### src/rtl/opsel_pkg.sv
package opsel_pkg;

  typedef enum logic [1:0] {
    SRC_RF   = 2'd0,
    SRC_LF   = 2'd1,
    SRC_XBAR = 2'd2
  } src_e;

  // youngest available copy wins: crossbar over late-forward over register file
  function automatic src_e pick_src(input logic xr_hit, input logic lf_hit);
    if (xr_hit)      return SRC_XBAR;
    else if (lf_hit) return SRC_LF;
    else             return SRC_RF;
  endfunction

  // producer still computing: no source can supply the value yet
  function automatic logic must_hold(input logic ex1_hit, input logic ex2_hit);
    return ex1_hit | ex2_hit;
  endfunction

endpackage

### src/rtl/opsel_tagpipe.sv
module opsel_tagpipe #(
  parameter int AW = 6,
  parameter int UW = 2
) (
  input  logic          clk,
  input  logic          rst_n,
  input  logic          issue,
  input  logic          in_wr,
  input  logic [AW-1:0] in_dst,
  input  logic [UW-1:0] in_unit,
  output logic          ex1_vld,
  output logic [AW-1:0] ex1_dst,
  output logic          ex2_vld,
  output logic [AW-1:0] ex2_dst,
  output logic          xr_vld,
  output logic [AW-1:0] xr_dst,
  output logic [UW-1:0] xr_unit
);
  // stage 0 = execute 1, stage 1 = execute 2, stage 2 = result crossbar
  localparam int NSTG = 3;

  logic [NSTG-1:0] stg_vld;
  logic [AW-1:0]   stg_dst  [NSTG];
  logic [UW-1:0]   stg_unit [NSTG];

  always_ff @(posedge clk or negedge rst_n) begin
    if (!rst_n) begin
      stg_vld[0]  <= 1'b0;
      stg_dst[0]  <= '0;
      stg_unit[0] <= '0;
    end else begin
      stg_vld[0]  <= issue & in_wr;
      stg_dst[0]  <= in_dst;
      stg_unit[0] <= in_unit;
    end
  end

  for (genvar k = 1; k < NSTG; k++) begin : g_stage
    always_ff @(posedge clk or negedge rst_n) begin
      if (!rst_n) begin
        stg_vld[k]  <= 1'b0;
        stg_dst[k]  <= '0;
        stg_unit[k] <= '0;
      end else begin
        stg_vld[k]  <= stg_vld[k-1];
        stg_dst[k]  <= stg_dst[k-1];
        stg_unit[k] <= stg_unit[k-1];
      end
    end
  end

  assign ex1_vld = stg_vld[0];
  assign ex1_dst = stg_dst[0];
  assign ex2_vld = stg_vld[1];
  assign ex2_dst = stg_dst[1];
  assign xr_vld  = stg_vld[2];
  assign xr_dst  = stg_dst[2];
  assign xr_unit = stg_unit[2];

  // a held cycle leaves a bubble in execute stage 1
  p_bubble_r6: assert property (@(posedge clk) disable iff (!rst_n)
    !issue |=> !ex1_vld);

  // only writing instructions occupy the tag pipeline
  p_ex1_load_r10: assert property (@(posedge clk) disable iff (!rst_n)
    issue |=> (ex1_vld == $past(in_wr)));

endmodule

### src/rtl/opsel_resxbar.sv
module opsel_resxbar #(
  parameter int DW    = 64,
  parameter int AW    = 6,
  parameter int NUNIT = 3,
  parameter int UW    = 2
) (
  input  logic                      clk,
  input  logic                      rst_n,
  input  logic [NUNIT-1:0][DW-1:0]  res_bus,
  input  logic                      xr_vld,
  input  logic [AW-1:0]             xr_dst,
  input  logic [UW-1:0]             xr_unit,
  output logic [DW-1:0]             xr_data,
  output logic                      lf_vld,
  output logic [AW-1:0]             lf_dst,
  output logic [DW-1:0]             lf_data
);

  always_comb begin
    xr_data = '0;
    for (int u = 0; u < NUNIT; u++) begin
      if (xr_unit == UW'(u)) xr_data = res_bus[u];
    end
  end

  // late-forward register: also the register-file write port
  always_ff @(posedge clk or negedge rst_n) begin
    if (!rst_n) begin
      lf_vld  <= 1'b0;
      lf_dst  <= '0;
      lf_data <= '0;
    end else begin
      lf_vld  <= xr_vld;
      lf_dst  <= xr_dst;
      lf_data <= xr_data;
    end
  end

  // crossbar result reaches the write port one cycle later
  p_wb_after_xr_r8: assert property (@(posedge clk) disable iff (!rst_n)
    xr_vld |=> (lf_vld && lf_dst == $past(xr_dst) && lf_data == $past(xr_data)));

  // a valid write entry only ever comes from a crossbar result
  p_lf_origin_r1: assert property (@(posedge clk) disable iff (!rst_n)
    lf_vld |-> $past(xr_vld));

endmodule

### src/rtl/opsel_srcmux.sv
module opsel_srcmux
  import opsel_pkg::*;
#(
  parameter int DW = 64,
  parameter int AW = 6
) (
  input  logic          clk,
  input  logic          rst_n,
  input  logic [AW-1:0] src_idx,
  input  logic [DW-1:0] rf_data,
  input  logic          xr_vld,
  input  logic [AW-1:0] xr_dst,
  input  logic [DW-1:0] xr_data,
  input  logic          lf_vld,
  input  logic [AW-1:0] lf_dst,
  input  logic [DW-1:0] lf_data,
  input  logic          ex1_vld,
  input  logic [AW-1:0] ex1_dst,
  input  logic          ex2_vld,
  input  logic [AW-1:0] ex2_dst,
  output logic [DW-1:0] op,
  output src_e          src_sel,
  output logic          pend
);

  function automatic logic tag_hit(input logic v, input logic [AW-1:0] tag,
                                   input logic [AW-1:0] idx);
    return v && (tag == idx);
  endfunction

  logic xr_hit, lf_hit, ex1_hit, ex2_hit;

  assign xr_hit  = tag_hit(xr_vld,  xr_dst,  src_idx);
  assign lf_hit  = tag_hit(lf_vld,  lf_dst,  src_idx);
  assign ex1_hit = tag_hit(ex1_vld, ex1_dst, src_idx);
  assign ex2_hit = tag_hit(ex2_vld, ex2_dst, src_idx);

  assign src_sel = pick_src(xr_hit, lf_hit);
  assign pend    = must_hold(ex1_hit, ex2_hit);

  always_comb begin
    case (src_sel)
      SRC_XBAR: op = xr_data;
      SRC_LF:   op = lf_data;
      default:  op = rf_data;
    endcase
  end

  // a crossbar match delivers the crossbar value
  p_xbar_data_r2: assert property (@(posedge clk) disable iff (!rst_n)
    xr_hit |-> (op == xr_data));

  // with both forwarding sources matching, the younger one is used
  p_prio_xbar_r5: assert property (@(posedge clk) disable iff (!rst_n)
    (xr_hit && lf_hit) |-> (src_sel == SRC_XBAR && op == xr_data));

  // late-forward match without a crossbar match
  p_lf_data_r3: assert property (@(posedge clk) disable iff (!rst_n)
    (lf_hit && !xr_hit) |-> (op == lf_data && src_sel == SRC_LF));

  // no forwarding match falls back to the register file
  p_rf_data_r4: assert property (@(posedge clk) disable iff (!rst_n)
    (!lf_hit && !xr_hit) |-> (op == rf_data && src_sel == SRC_RF));

endmodule

### src/rtl/opsel_stage.sv
module opsel_stage
  import opsel_pkg::*;
#(
  parameter int DW = 64,
  parameter int AW = 6,
  parameter int UW = 2
) (
  input  logic          clk,
  input  logic          rst_n,
  input  logic          in_vld,
  input  logic          in_wr,
  input  logic [UW-1:0] in_unit,
  input  logic [AW-1:0] in_dst,
  input  logic [AW-1:0] in_src_a,
  input  logic [AW-1:0] in_src_b,
  input  logic [DW-1:0] rf_a,
  input  logic [DW-1:0] rf_b,
  input  logic [DW-1:0] res_add,
  input  logic [DW-1:0] res_shf,
  input  logic [DW-1:0] res_log,
  output logic          issue_valid,
  output logic [DW-1:0] op_a,
  output logic [DW-1:0] op_b,
  output logic [1:0]    op_a_src,
  output logic [1:0]    op_b_src,
  output logic          wb_vld,
  output logic [AW-1:0] wb_idx,
  output logic [DW-1:0] wb_data
);
  localparam int NOPS  = 2;
  localparam int NUNIT = 3;

  // named internal events
  logic                     ex1_vld, ex2_vld, xr_vld, lf_vld;
  logic [AW-1:0]            ex1_dst, ex2_dst, xr_dst, lf_dst;
  logic [UW-1:0]            xr_unit;
  logic [DW-1:0]            xr_data, lf_data;
  logic [NUNIT-1:0][DW-1:0] res_bus;
  logic [AW-1:0]            src_idx [NOPS];
  logic [DW-1:0]            rf_val  [NOPS];
  logic [DW-1:0]            op_val  [NOPS];
  src_e                     src_sel [NOPS];
  logic [NOPS-1:0]          pend;
  logic                     hold;

  assign res_bus[0] = res_add;
  assign res_bus[1] = res_shf;
  assign res_bus[2] = res_log;

  assign src_idx[0] = in_src_a;
  assign src_idx[1] = in_src_b;
  assign rf_val[0]  = rf_a;
  assign rf_val[1]  = rf_b;

  assign hold        = |pend;
  assign issue_valid = in_vld & ~hold;

  opsel_tagpipe #(.AW(AW), .UW(UW)) u_tags (
    .clk(clk), .rst_n(rst_n), .issue(issue_valid), .in_wr(in_wr),
    .in_dst(in_dst), .in_unit(in_unit),
    .ex1_vld(ex1_vld), .ex1_dst(ex1_dst), .ex2_vld(ex2_vld), .ex2_dst(ex2_dst),
    .xr_vld(xr_vld), .xr_dst(xr_dst), .xr_unit(xr_unit)
  );

  opsel_resxbar #(.DW(DW), .AW(AW), .NUNIT(NUNIT), .UW(UW)) u_resx (
    .clk(clk), .rst_n(rst_n), .res_bus(res_bus),
    .xr_vld(xr_vld), .xr_dst(xr_dst), .xr_unit(xr_unit), .xr_data(xr_data),
    .lf_vld(lf_vld), .lf_dst(lf_dst), .lf_data(lf_data)
  );

  for (genvar g = 0; g < NOPS; g++) begin : g_opnd
    opsel_srcmux #(.DW(DW), .AW(AW)) u_mux (
      .clk(clk), .rst_n(rst_n), .src_idx(src_idx[g]), .rf_data(rf_val[g]),
      .xr_vld(xr_vld), .xr_dst(xr_dst), .xr_data(xr_data),
      .lf_vld(lf_vld), .lf_dst(lf_dst), .lf_data(lf_data),
      .ex1_vld(ex1_vld), .ex1_dst(ex1_dst), .ex2_vld(ex2_vld), .ex2_dst(ex2_dst),
      .op(op_val[g]), .src_sel(src_sel[g]), .pend(pend[g])
    );
  end

  assign op_a     = op_val[0];
  assign op_b     = op_val[1];
  assign op_a_src = src_sel[0];
  assign op_b_src = src_sel[1];

  assign wb_vld  = lf_vld;
  assign wb_idx  = lf_dst;
  assign wb_data = lf_data;

  // nothing issues without a presented instruction
  p_idle_r11: assert property (@(posedge clk) disable iff (!rst_n)
    !in_vld |-> !issue_valid);

  // an issued instruction has no operand whose producer is in execute
  p_no_early_issue_r6: assert property (@(posedge clk) disable iff (!rst_n)
    issue_valid |-> !((ex1_vld && (ex1_dst == in_src_a || ex1_dst == in_src_b)) ||
                      (ex2_vld && (ex2_dst == in_src_a || ex2_dst == in_src_b))));

endmodule

### config.mk
export PLATFORM = sky130hd
export DESIGN_NAME = opsel_stage
export DESIGN_NICKNAME = d
export VERILOG_FILES = /design/src/rtl/opsel_pkg.sv /design/src/rtl/opsel_tagpipe.sv /design/src/rtl/opsel_resxbar.sv /design/src/rtl/opsel_srcmux.sv /design/src/rtl/opsel_stage.sv
export SDC_FILE = /design/constraint.sdc
export NUM_CORES = 1
export LEC_CHECK = 0
export BUFFER_PORTS_ARGS = -buffer_cell sky130_fd_sc_hd__buf_2
export CAP_MARGIN = 10
export CORE_AREA = 4 4 211 213
export DETAILED_ROUTE_END_ITERATION = 8
export DIE_AREA = 0 0 215 217
export GPL_TIMING_DRIVEN = 1
export PLACE_DENSITY_LB_ADDON = 0.08
export SYNTH_ARGS = -nofsm -noshare
export SYNTH_HDL_FRONTEND = slang
export SYNTH_SLANG_ARGS = --single-unit
### constraint.sdc
create_clock -name clk -period 1.86 [get_ports clk]
set_input_delay 0.093 -clock clk [delete_from_list [all_inputs] [get_ports clk]]
set_output_delay 0.093 -clock clk [all_outputs]
set_load 0.02 [all_outputs]
# Yosys cells after proc, flatten, opt, wreduce, memory -nomap -nowiden
# Cells that the tools add are included.
[totals]
reg_bits = 98
in_bits = 344
out_inout_bits = 204
elab_cells = 50
[op_classes]
eq_ne = 14
mux = 9
n_bitwise = 5
n_reduce_logical = 10
[op_table]
columns = ["operator", "n"]
rows = [
  ["case mux 64 bit (2 select lines)", 2],
  ["2-to-1 mux 64 bit", 3],
  ["== test 6 bit", 8],
  ["logical AND 1 bit", 8],
  ["== test 2 x 1 -> 1 bit, second input constant", 3],
  ["== test 2 bit, second input constant", 3],
  ["2-to-1 mux 2 bit", 2],
  ["bitwise AND 1 bit", 2],
  ["logical NOT 2 bit", 1],
  ["2-to-1 mux 1 bit", 2],
  ["bitwise OR 1 bit", 2],
  ["OR reduction 2 bit", 1],
  ["inverter 1 bit", 1],
]

# Logic depth before layout (Yosys ltp)
# Gate-level depths: netlist of the first run.
[depth]
word_depth = 7
depth_mapped = 7
ltp_nobuf = 5

# By module
# A second synthesis of the first run with hierarchy kept.
[hier_totals]
cells_unflattened = 942
area_unflattened_um2 = 7753.7
[modules_own_cells]
columns = ["module", "instances", "cells_each", "area_each_um2", "seq_area_each_um2"]
rows = [
  ["opsel_srcmux", 2, 345, 1928.1, 0.0],
  ["opsel_resxbar", 1, 221, 3188.1, 1776.7],
  ["opsel_tagpipe", 1, 30, 696.9, 675.6],
  ["opsel_stage", 1, 1, 12.5, 0.0],
]

# Least setup slack after synthesis of the first run
# Ideal clock, no wire load.
[synth_timing]
path_kind = "register -> output"
start = "register u_resx.lf_dst[2]"
end = "output op_a[10]"
arrival_ns = 1.837
required_ns = 1.767
path_slack_ns = -0.070
path_stages_with_launch = 7
path_cell_list = "dfrtp_1 xnor2_1 and4_1 clkbuf_1 buf_2 nand4_1 a31oi_1"
[synth_via]
elab_chain_len = 6
word_cells_on_any_way = 7
classes_between = "eq/ne: 3; mux: 3; reduce/logical: 1"
[synth_lines]
columns = ["element", "line_no", "text"]
rows = [
  ["start: declaration", "opsel_resxbar.sv:15", "output logic [AW-1:0] lf_dst,"],
  ["start signal: assignment", "opsel_resxbar.sv:34", "lf_dst <= xr_dst;"],
  ["== test 6 bit (*)", "opsel_srcmux.sv:28", "return v && (tag == idx);"],
  ["logical AND 1 bit (*)", "opsel_srcmux.sv:28", ""],
  ["2-to-1 mux 1 bit (*)", "opsel_pkg.sv:12", "else if (lf_hit) return SRC_LF;"],
  ["2-to-1 mux 2 bit (*)", "opsel_pkg.sv:11", "if (xr_hit) return SRC_XBAR;"],
  ["== test 2 x 1 -> 1 bit / == test 2 bit (equally long branches)", "opsel_srcmux.sv:42", "case (src_sel)"],
  ["case mux 64 bit (2 select lines) (*)", "opsel_srcmux.sv:42", ""],
  ["end: declaration", "opsel_stage.sv:22", "output logic [DW-1:0] op_a,"],
]
# Every way passes the cells marked *; elsewhere a longest branch is shown, timed or not.

# Final worst setup path of the first run
[layout_timing]
start = "register u_tags.stg_dst (netlist bit u_tags.xr_dst[0])"
end = "output op_b[46]"
[layout_via]
elab_chain_len = 5
word_cells_on_any_way = 6
classes_between = "eq/ne: 3; mux: 2; reduce/logical: 1"
[layout_lines]
columns = ["element", "line_no", "text"]
rows = [
  ["start: declaration", "opsel_tagpipe.sv:23", "logic [AW-1:0] stg_dst [NSTG];"],
  ["start signal: indexed assignment", "opsel_tagpipe.sv:46", "stg_dst[k] <= stg_dst[k-1];"],
  ["== test 6 bit (*)", "opsel_srcmux.sv:28", ""],
  ["logical AND 1 bit (*)", "opsel_srcmux.sv:28", ""],
  ["2-to-1 mux 2 bit (*)", "opsel_pkg.sv:11", ""],
  ["== test 2 x 1 -> 1 bit / == test 2 bit (equally long branches)", "opsel_srcmux.sv:42", ""],
  ["case mux 64 bit (2 select lines) (*)", "opsel_srcmux.sv:42", ""],
  ["end: declaration", "opsel_stage.sv:23", "output logic [DW-1:0] op_b,"],
]
# Marks and branches as above.

==> results of run 1 <==
-- registers in the layout, indices dropped and copies added (netlist names) --
register / count
u_tags.ex1_dst: 6
u_tags.ex2_vld: 1
u_resx.lf_vld: 1
u_tags.xr_vld: 1
u_tags.xr_dst: 6
u_resx.lf_data: 64
u_tags.ex2_dst: 6
u_tags.stg_unit: 4
u_resx.lf_dst: 6
u_tags.xr_unit: 2
u_tags.ex1_vld: 1
-- cells by family (layout without fill, tap and decap cells) --
logic type / count (synthesis) / in the layout
XOR/XNOR: 52 / 52
AND/OR/NAND/NOR: 277 / 278
AO/OA/AOI/OAI: 348 / 348
buffers and inverters: 139 / 879
multiplexers: 64 / 64
other: 0 / 5
flip-flops: 98 / 98
-- cell usage after synthesis, types with 2 or more instances --
cell                        number  area (µm²)
sky130_fd_sc_hd__a2bb2oi_1      26       227.7
sky130_fd_sc_hd__buf_2          37       185.2
sky130_fd_sc_hd__xnor2_2         3       48.80
sky130_fd_sc_hd__o21ai_1        19       95.09
sky130_fd_sc_hd__or3_1          34       212.7
sky130_fd_sc_hd__nor3_1        105       525.5
sky130_fd_sc_hd__nand3_1         6       30.03
sky130_fd_sc_hd__nand4_1        78       488.0
sky130_fd_sc_hd__o32a_1         26       260.3
sky130_fd_sc_hd__clkbuf_1       87       326.6
sky130_fd_sc_hd__buf_4          10       75.07
sky130_fd_sc_hd__o2bb2ai_1      51       446.7
sky130_fd_sc_hd__xnor2_1        39       341.6
sky130_fd_sc_hd__clkbuf_2        2       10.01
sky130_fd_sc_hd__xor2_1         10       87.58
sky130_fd_sc_hd__o21ai_0       122       610.6
sky130_fd_sc_hd__or2_2           2       12.51
sky130_fd_sc_hd__mux2i_1        64       640.6
sky130_fd_sc_hd__inv_1           2       7.510
sky130_fd_sc_hd__and4_1          2       17.52
sky130_fd_sc_hd__nand2_1        45       168.9
sky130_fd_sc_hd__a31oi_1       102       638.1
sky130_fd_sc_hd__dfrtp_1        98        2452
-- per-layer routing --
layer  up-vias  track usage [%]  part of all wire, %
met5         -                0                0.044
met4         4            5.583                  2.0
met3        68            4.901                  6.0
met2       481            41.72                   50
met1      5894            29.84                   42
li1       5316                -                    -
-- power by group through the flow --
stage                     registers [W]  clock network [W]  logic, W
after global placement          0.00247                  0   0.00321
after CTS                       0.00243            0.00206   0.00371
after detailed placement        0.00247                  0   0.00320
after floorplan                 0.00259                  0   0.00124
after global routing            0.00246            0.00214   0.00438
final                           0.00244            0.00196   0.00417
-- worst paths after layout --
kind,from,endpoint,slack (ps),cells after the start
worst max register to register,u_tags.xr_unit[0],u_resx.lf_data[29],90,7
worst min register to register,u_tags.stg_unit[5],u_tags.stg_unit[3],350,0
min in group asynchronous,rst_n,u_resx.lf_data[44],180,2
max in group asynchronous,rst_n,u_resx.lf_data[22],1070,3
worst min-delay path,res_log[5],u_resx.lf_data[5],30,2
worst max-delay path,u_tags.xr_dst[0],op_b[46],-560,8
-- critical path, cell delays in order (launching register included) --
cell and delay (ps):
sky130_fd_sc_hd__dfrtp_1 400, sky130_fd_sc_hd__xnor2_1 200, sky130_fd_sc_hd__nand4_1 170, sky130_fd_sc_hd__buf_6 170, sky130_fd_sc_hd__or2_4 340, sky130_fd_sc_hd__buf_12 180, sky130_fd_sc_hd__buf_16 140, sky130_fd_sc_hd__a31oi_4 190
sky130_fd_sc_hd__buf_6 150
-- final cells by class --
cell class / instances / area (µm²) / share of cell area (%)
Antenna cell: 5 / 12.51 / 0.06775
Clock buffer: 10 / 229.0 / 1.240
Tap cell: 546 / 683.2 / 3.699
Multi-Input combinational cell: 742 / 7622 / 41.27
Clock inverter: 6 / 50.05 / 0.2710
Sequential cell: 98 / 2466 / 13.35
Inverter: 2 / 15.01 / 0.08130
Timing Repair Buffer: 861 / 7391 / 40.02
-- stage by stage --
stage / power (W) / utilization [%] / setup WS [ps]
floorplan: 0.003825 / - / -5.200
global placement: 0.005676 / 32.52 / -271.6
detailed placement: 0.005677 / 32.52 / -254.2
CTS: 0.008204 / 38.05 / -546.2
global route: 0.008975 / 43.25 / -637.1
finish: 0.008570 / 43.26 / -555.9
-- what timing repair did --
action | CTS | global route
hold buffers | 19 | 3
buffers inserted | 29 | 31
hold endpoints to repair | 41 | 3
resized for setup | 357 | 379
pin swaps | 68 | 102
endpoints found under the setup margin | 133 | 134
gates cloned | 12 | 15
==> metrics.csv, run 1 <==
stage;metric;value;unit
status;outcome;complete, but fails checks;
status;violations;negative setup slack;
logic_synthesis;most_used_flip_flop_cell_after_synthesis;sky130_fd_sc_hd__dfrtp_1;
layout;postLayoutCellArea;18470;µm²
drt;first_pass_iters;5;
floorplan;count_of_boundary_i_o_pins;548;
layout;final_stage_net_count;2058;
floorplan;initial_utilization;18.64;%
placed_design;detailed_place_hpwl;43.40;mm
logic_synthesis;post_synth_fa_ha_maj_area_fraction;0;%
layout;layout-area-overhead-vs-synth;132.1;%
logic_synthesis;postSynthRegisterBits;98;
placed_design;gp_congestion;0.8850;
sta;slew-limit-headroom;68.79;%
sta;max_freq;413.9;MHz
logic_synthesis;synth.mux.area_fraction;8.049;%
placed_design;dpl-instance-area;13880;µm²
sta;max_slew.worst_pin.slew;455.1;ps
layout;fillerInstances;4225;
worst_setup_path;worstPathRequired;1770;ps
global_route;grt.total_usage;23.68;%
hold_path;hold_path_class;in2reg;
logic_synthesis;number_of_enable_flip_flop_cells_after_synthesis;0;
logic_synthesis;synthesis.area_per_instance;8.138;µm²
placed_design;post-place-cells;2153;
layout;mostFrequentLayoutCells;sky130_fd_sc_hd__buf_2, sky130_fd_sc_hd__buf_4, sky130_fd_sc_hd__buf_6;
drt;detailedRoute.firstIterationViolations;661;
drt;route.detailed.vias_per_inst;5.182;
drt;drcViolationCount;0;
clocking;cts_buffers;9;
drt;vias;11760;
logic_synthesis;post_synth_num_cell_types;31;
logic_synthesis;complex_gate_fraction_of_the_synthesized_area;28.82;%
floorplan;die-height;217;µm
clocking;clkSlewWorstSetupHoldPaths;90;ps
power;power_density;464.0;nW/µm²
logic_synthesis;synth_seq_area_share;30.81;%
logic_synthesis;synthCells;978;
sta;fin_crit;2416;ps
sta;report.final.slew_viol_count;0;
sta;rsz0062_at_grt;yes;
worst_setup_path;cp-start-kind;flop;
drt;wire_per_inst;27.31;µm
worst_setup_path;worst_setup_path_end_kind;output port;
clocking;clk-insertion-delay-late;380;ps
power;combPwrFrac;48.7;%
logic_synthesis;combinational_family_with_the_most_area_after_synthesis;compound AO/OA/AOI/OAI gates;
floorplan;die_width;215;µm
power;leakagePower;7.618;nW
layout;layout-drive-gt1-share;69.46;%
sta;setup-tns-final;-59840;ps
global_route;wire_length_of_the_first_global_routing_pass;82.88;mm
power;power.sequential.fraction;28.4;%
sta;final.setup.worst_slack;-555.9;ps
power;power.net_switching;0.003384;W
global_route;gr-total-overflow;0;
logic_synthesis;synthesis.yosys.warnings;0;
global_route;grt_max_degree;44;
logic_synthesis;async_flop_share;100.0;%
clocking;ctsHtreeMaxLevel;3;
sta;final_hold_viol_count;0;
sta;final_min_period_over_clock_period;129.9;%
logic_synthesis;yosys.area_share.xor_xnor;6.005;%
worst_setup_path;criticalPathCategory;reg2out;
worst_setup_path;crit_arrival;2320;ps
clocking;clk_path_buf_depth;2;
layout;layout_cells_excl_fill;2270;
sta;fin_skew;13.64;ps
floorplan;coreArea;42700;µm²
clocking;tritoncts_clock_tree;yes;
sta;hold-worst-slack;32.47;ps
floorplan;total_die_area;46660;µm²
placed_design;placement.io_buffers;547;
power;internal-power;0.005187;W
worst_setup_path;cp_max_fo;7;
sta;finalSetupViolations;132;
floorplan;placement_rows;76;
global_route;vias_in_the_first_global_route;11990;
global_route;antenna_found_initial;6;
drt;final_antenna_net_count;0;
drt;wl;62.00;mm
flow_run;maxCapViolCount;0;
logic_synthesis;synthSimpleGateAreaFrac;18.68;%
logic_synthesis;netlist_area;7959;µm²
logic_synthesis;mappedNetlistNets;1322;
layout;commonest_non_fill_non_tap_cell_in_the_layout;sky130_fd_sc_hd__buf_2;
clocking;clkSinkCount;98;
power;sw_frac_of_total;39.48;%
power;pwr-share-clk;22.9;%
clocking;cts_root_buffer;sky130_fd_sc_hd__clkbuf_16;
power;ir_drop;442.4;µV
No activity file was read; power rests on OpenSTA's default activity.
==> run 2: changes to the inputs <==
clock period = 2.45 ns   (was 1.86 ns; I/O delays follow)
==> run 2 against run 1 <==
Effect of this change:
- the run still ends with negative setup slack left
- count of clock-buffer cells in the layout unchanged
- critical path depth decreased by 1
- sequential share of layout area increased by 5.7 points
- non-clock buffer count decreased by 204
- via count decreased by 8.1%
- critical endpoint is now op_a[27]
- largest power group unchanged
==> metrics.csv, run 2 (synthesis gave the netlist of run 1 again) <==
stage;metric;value;unit
drt;wl;58.27;mm
global_route;vias_in_the_first_global_route;11040;
layout;final_stage_net_count;1859;
clocking;clk-insertion-delay-late;380;ps
worst_setup_path;crit_arrival;2330;ps
layout;mostFrequentLayoutCells;sky130_fd_sc_hd__buf_2, sky130_fd_sc_hd__o21ai_0, sky130_fd_sc_hd__nor3_1;
worst_setup_path;crit_path_cell_trace;xnor2_2 -> nand4_1 -> buf_4 -> buf_12 -> or3_1 -> a31oi_2 -> buf_2;
clocking;clkSinkCount;98;
status;violations;negative setup slack;
worst_setup_path;crit_start;u_resx.lf_dst[4];
hold_path;min_from;res_log[20];
worst_setup_path;critical_path.top_delay_family;buffers and inverters;
layout;largest-register;u_resx.lf_data;
global_route;wire_length_of_the_first_global_routing_pass;79.21;mm
drt;final_antenna_net_count;0;
sta;final.setup.worst_slack;-2.367;ps
hold_path;hold_path_class;in2reg;
flow_run;maxCapViolCount;0;
drt;drcViolationCount;0;
sta;final_hold_viol_count;0;
sta;hold-worst-slack;11.55;ps
sta;fin_skew;9.944;ps
clocking;cts_root_buffer;sky130_fd_sc_hd__clkbuf_16;
sta;slew-limit-headroom;51.25;%
clocking;clk_path_buf_depth;2;
sta;max_freq;407.8;MHz
layout;layout-drive-gt1-share;48.68;%
worst_setup_path;rr_worst_depth;4;
layout;commonest_non_fill_non_tap_cell_in_the_layout;sky130_fd_sc_hd__buf_2;
floorplan;initial_utilization;18.64;%
drt;first_pass_iters;6;
placed_design;placement.io_buffers;547;
power;leakagePower;5.589;nW
sta;final_min_period_over_clock_period;100.1;%
worst_setup_path;cp_slowest_cell;sky130_fd_sc_hd__dfrtp_2;
clocking;cts_buffers;9;
worst_setup_path;cp_num_cells;7;
sta;report.final.slew_viol_count;0;
floorplan;die-height;217;µm
power;power_density;439.9;nW/µm²
worst_setup_path;regToRegStartpoint;u_tags.xr_unit[0];
drt;vias;10810;
placed_design;gp_congestion;0.8533;
drt;wire_per_inst;28.09;µm
floorplan;placement_rows;76;
floorplan;die_width;215;µm
clocking;tritoncts_clock_tree;yes;
clocking;ctsHtreeMaxLevel;3;
placed_design;detailed_place_hpwl;40.06;mm
worst_setup_path;critical_path.max_stage_delay;470;ps
worst_setup_path;criticalPathCategory;reg2out;
sta;rsz0062_at_grt;yes;
global_route;antenna_found_initial;11;
global_route;gr-total-overflow;0;
drt;detailedRoute.firstIterationViolations;643;
floorplan;total_die_area;46660;µm²
worst_setup_path;cp-start-kind;flop;
sta;setup-tns-final;-2.367;ps
worst_setup_path;worstPathRequired;2330;ps
layout;largest_register_ff_count;64;
hold_path;hold_depth;2;
power;ir_drop;322.0;µV
clocking;clkSlewWorstSetupHoldPaths;80;ps
global_route;grt.total_usage;22.86;%
sta;fin_crit;2452;ps
worst_setup_path;cp_max_fo;16;
sta;finalSetupViolations;1;
worst_setup_path;worst_setup_path_end_kind;output port;
worst_setup_path;cp_num_buf_inv;3;
floorplan;coreArea;42700;µm²
drt;route.detailed.vias_per_inst;5.213;
floorplan;count_of_boundary_i_o_pins;548;
layout;layout-area-overhead-vs-synth;62.73;%
global_route;grt_max_degree;66;
status;outcome;complete, but fails checks;
sta;max_slew.worst_pin.slew;731.2;ps
-- run 2: changes by cell type in the layout (fill, tap and decap cells not counted), sizes merged, moves of 3 or more --
cell / before / now
buf: 827 / 638
clkbuf: 23 / 15
diode: 5 / 8
dlygate4sd3: 21 / 13
or2: 3 / 7
-- run 2: where the power goes --
| group | switching (W) | internal [W] |
|---|---|---|
| Clock | 0.000791 | 0.000847 |
| Combinational | 0.00136 | 0.000838 |
| Sequential | 0.000123 | 0.00174 |
| Total | 0.00228 | 0.00342 |
-- run 2: metrics by stage --
stage | cells | worst slack (ps) | total power, W | util [%] | instance area (µm²)
final | 2074 | -2.367 | 0.005697 | 30.33 | 12950
after global routing | 2073 | -74.06 | 0.005963 | 30.33 | 12950
after CTS | 2050 | -22.72 | 0.005691 | 29.15 | 12450
after detailed placement | 1993 | 88.79 | 0.003893 | 27.00 | 11530
after global placement | 1993 | 132.9 | 0.003896 | 27.00 | 11530
after floorplan | 978 | 490.0 | 0.002814 | - | 7959
-- run 2: routing by layer --
layer  up-vias  GRT usage [%]  wire length, µm
li1       4904              -                -
met1      5368          27.74            23860
met4         4          6.077             1168
met3        50          5.892             4147
met2       485          40.35            29060
met5         -              0               26
-- run 2: worst paths after layout --
check,to,slack [ps]
hold / removal,u_resx.lf_data[20],10
hold reg to reg,u_tags.xr_unit[1],350
max in group asynchronous,u_resx.lf_data[45],1290
min in group asynchronous,u_resx.lf_data[36],360
setup / recovery,op_a[27],-2
setup reg to reg,u_resx.lf_data[18],880
-- run 2: timing repair --
action / CTS / global route
setup endpoints to repair: 117 / 105
setup buffers: 25 / 10
pin swaps: 10 / 14
hold endpoints to repair: 53 / 1
hold buffers: 12 / 1
gates cloned: 4 / 5
gates resized for setup: 34 / 77
-- run 2: cell type report --
type | instances | area [µm²]
fillers | 4706 | 29740
multi-input cells | 747 | 5429
repair buffers | 657 | 4028
flip-flops and latches | 98 | 2466
well taps | 546 | 683.2
clock buffers | 10 | 239.0
clock inverters | 6 | 78.83
diodes | 8 | 20.02
inverters | 2 | 7.507
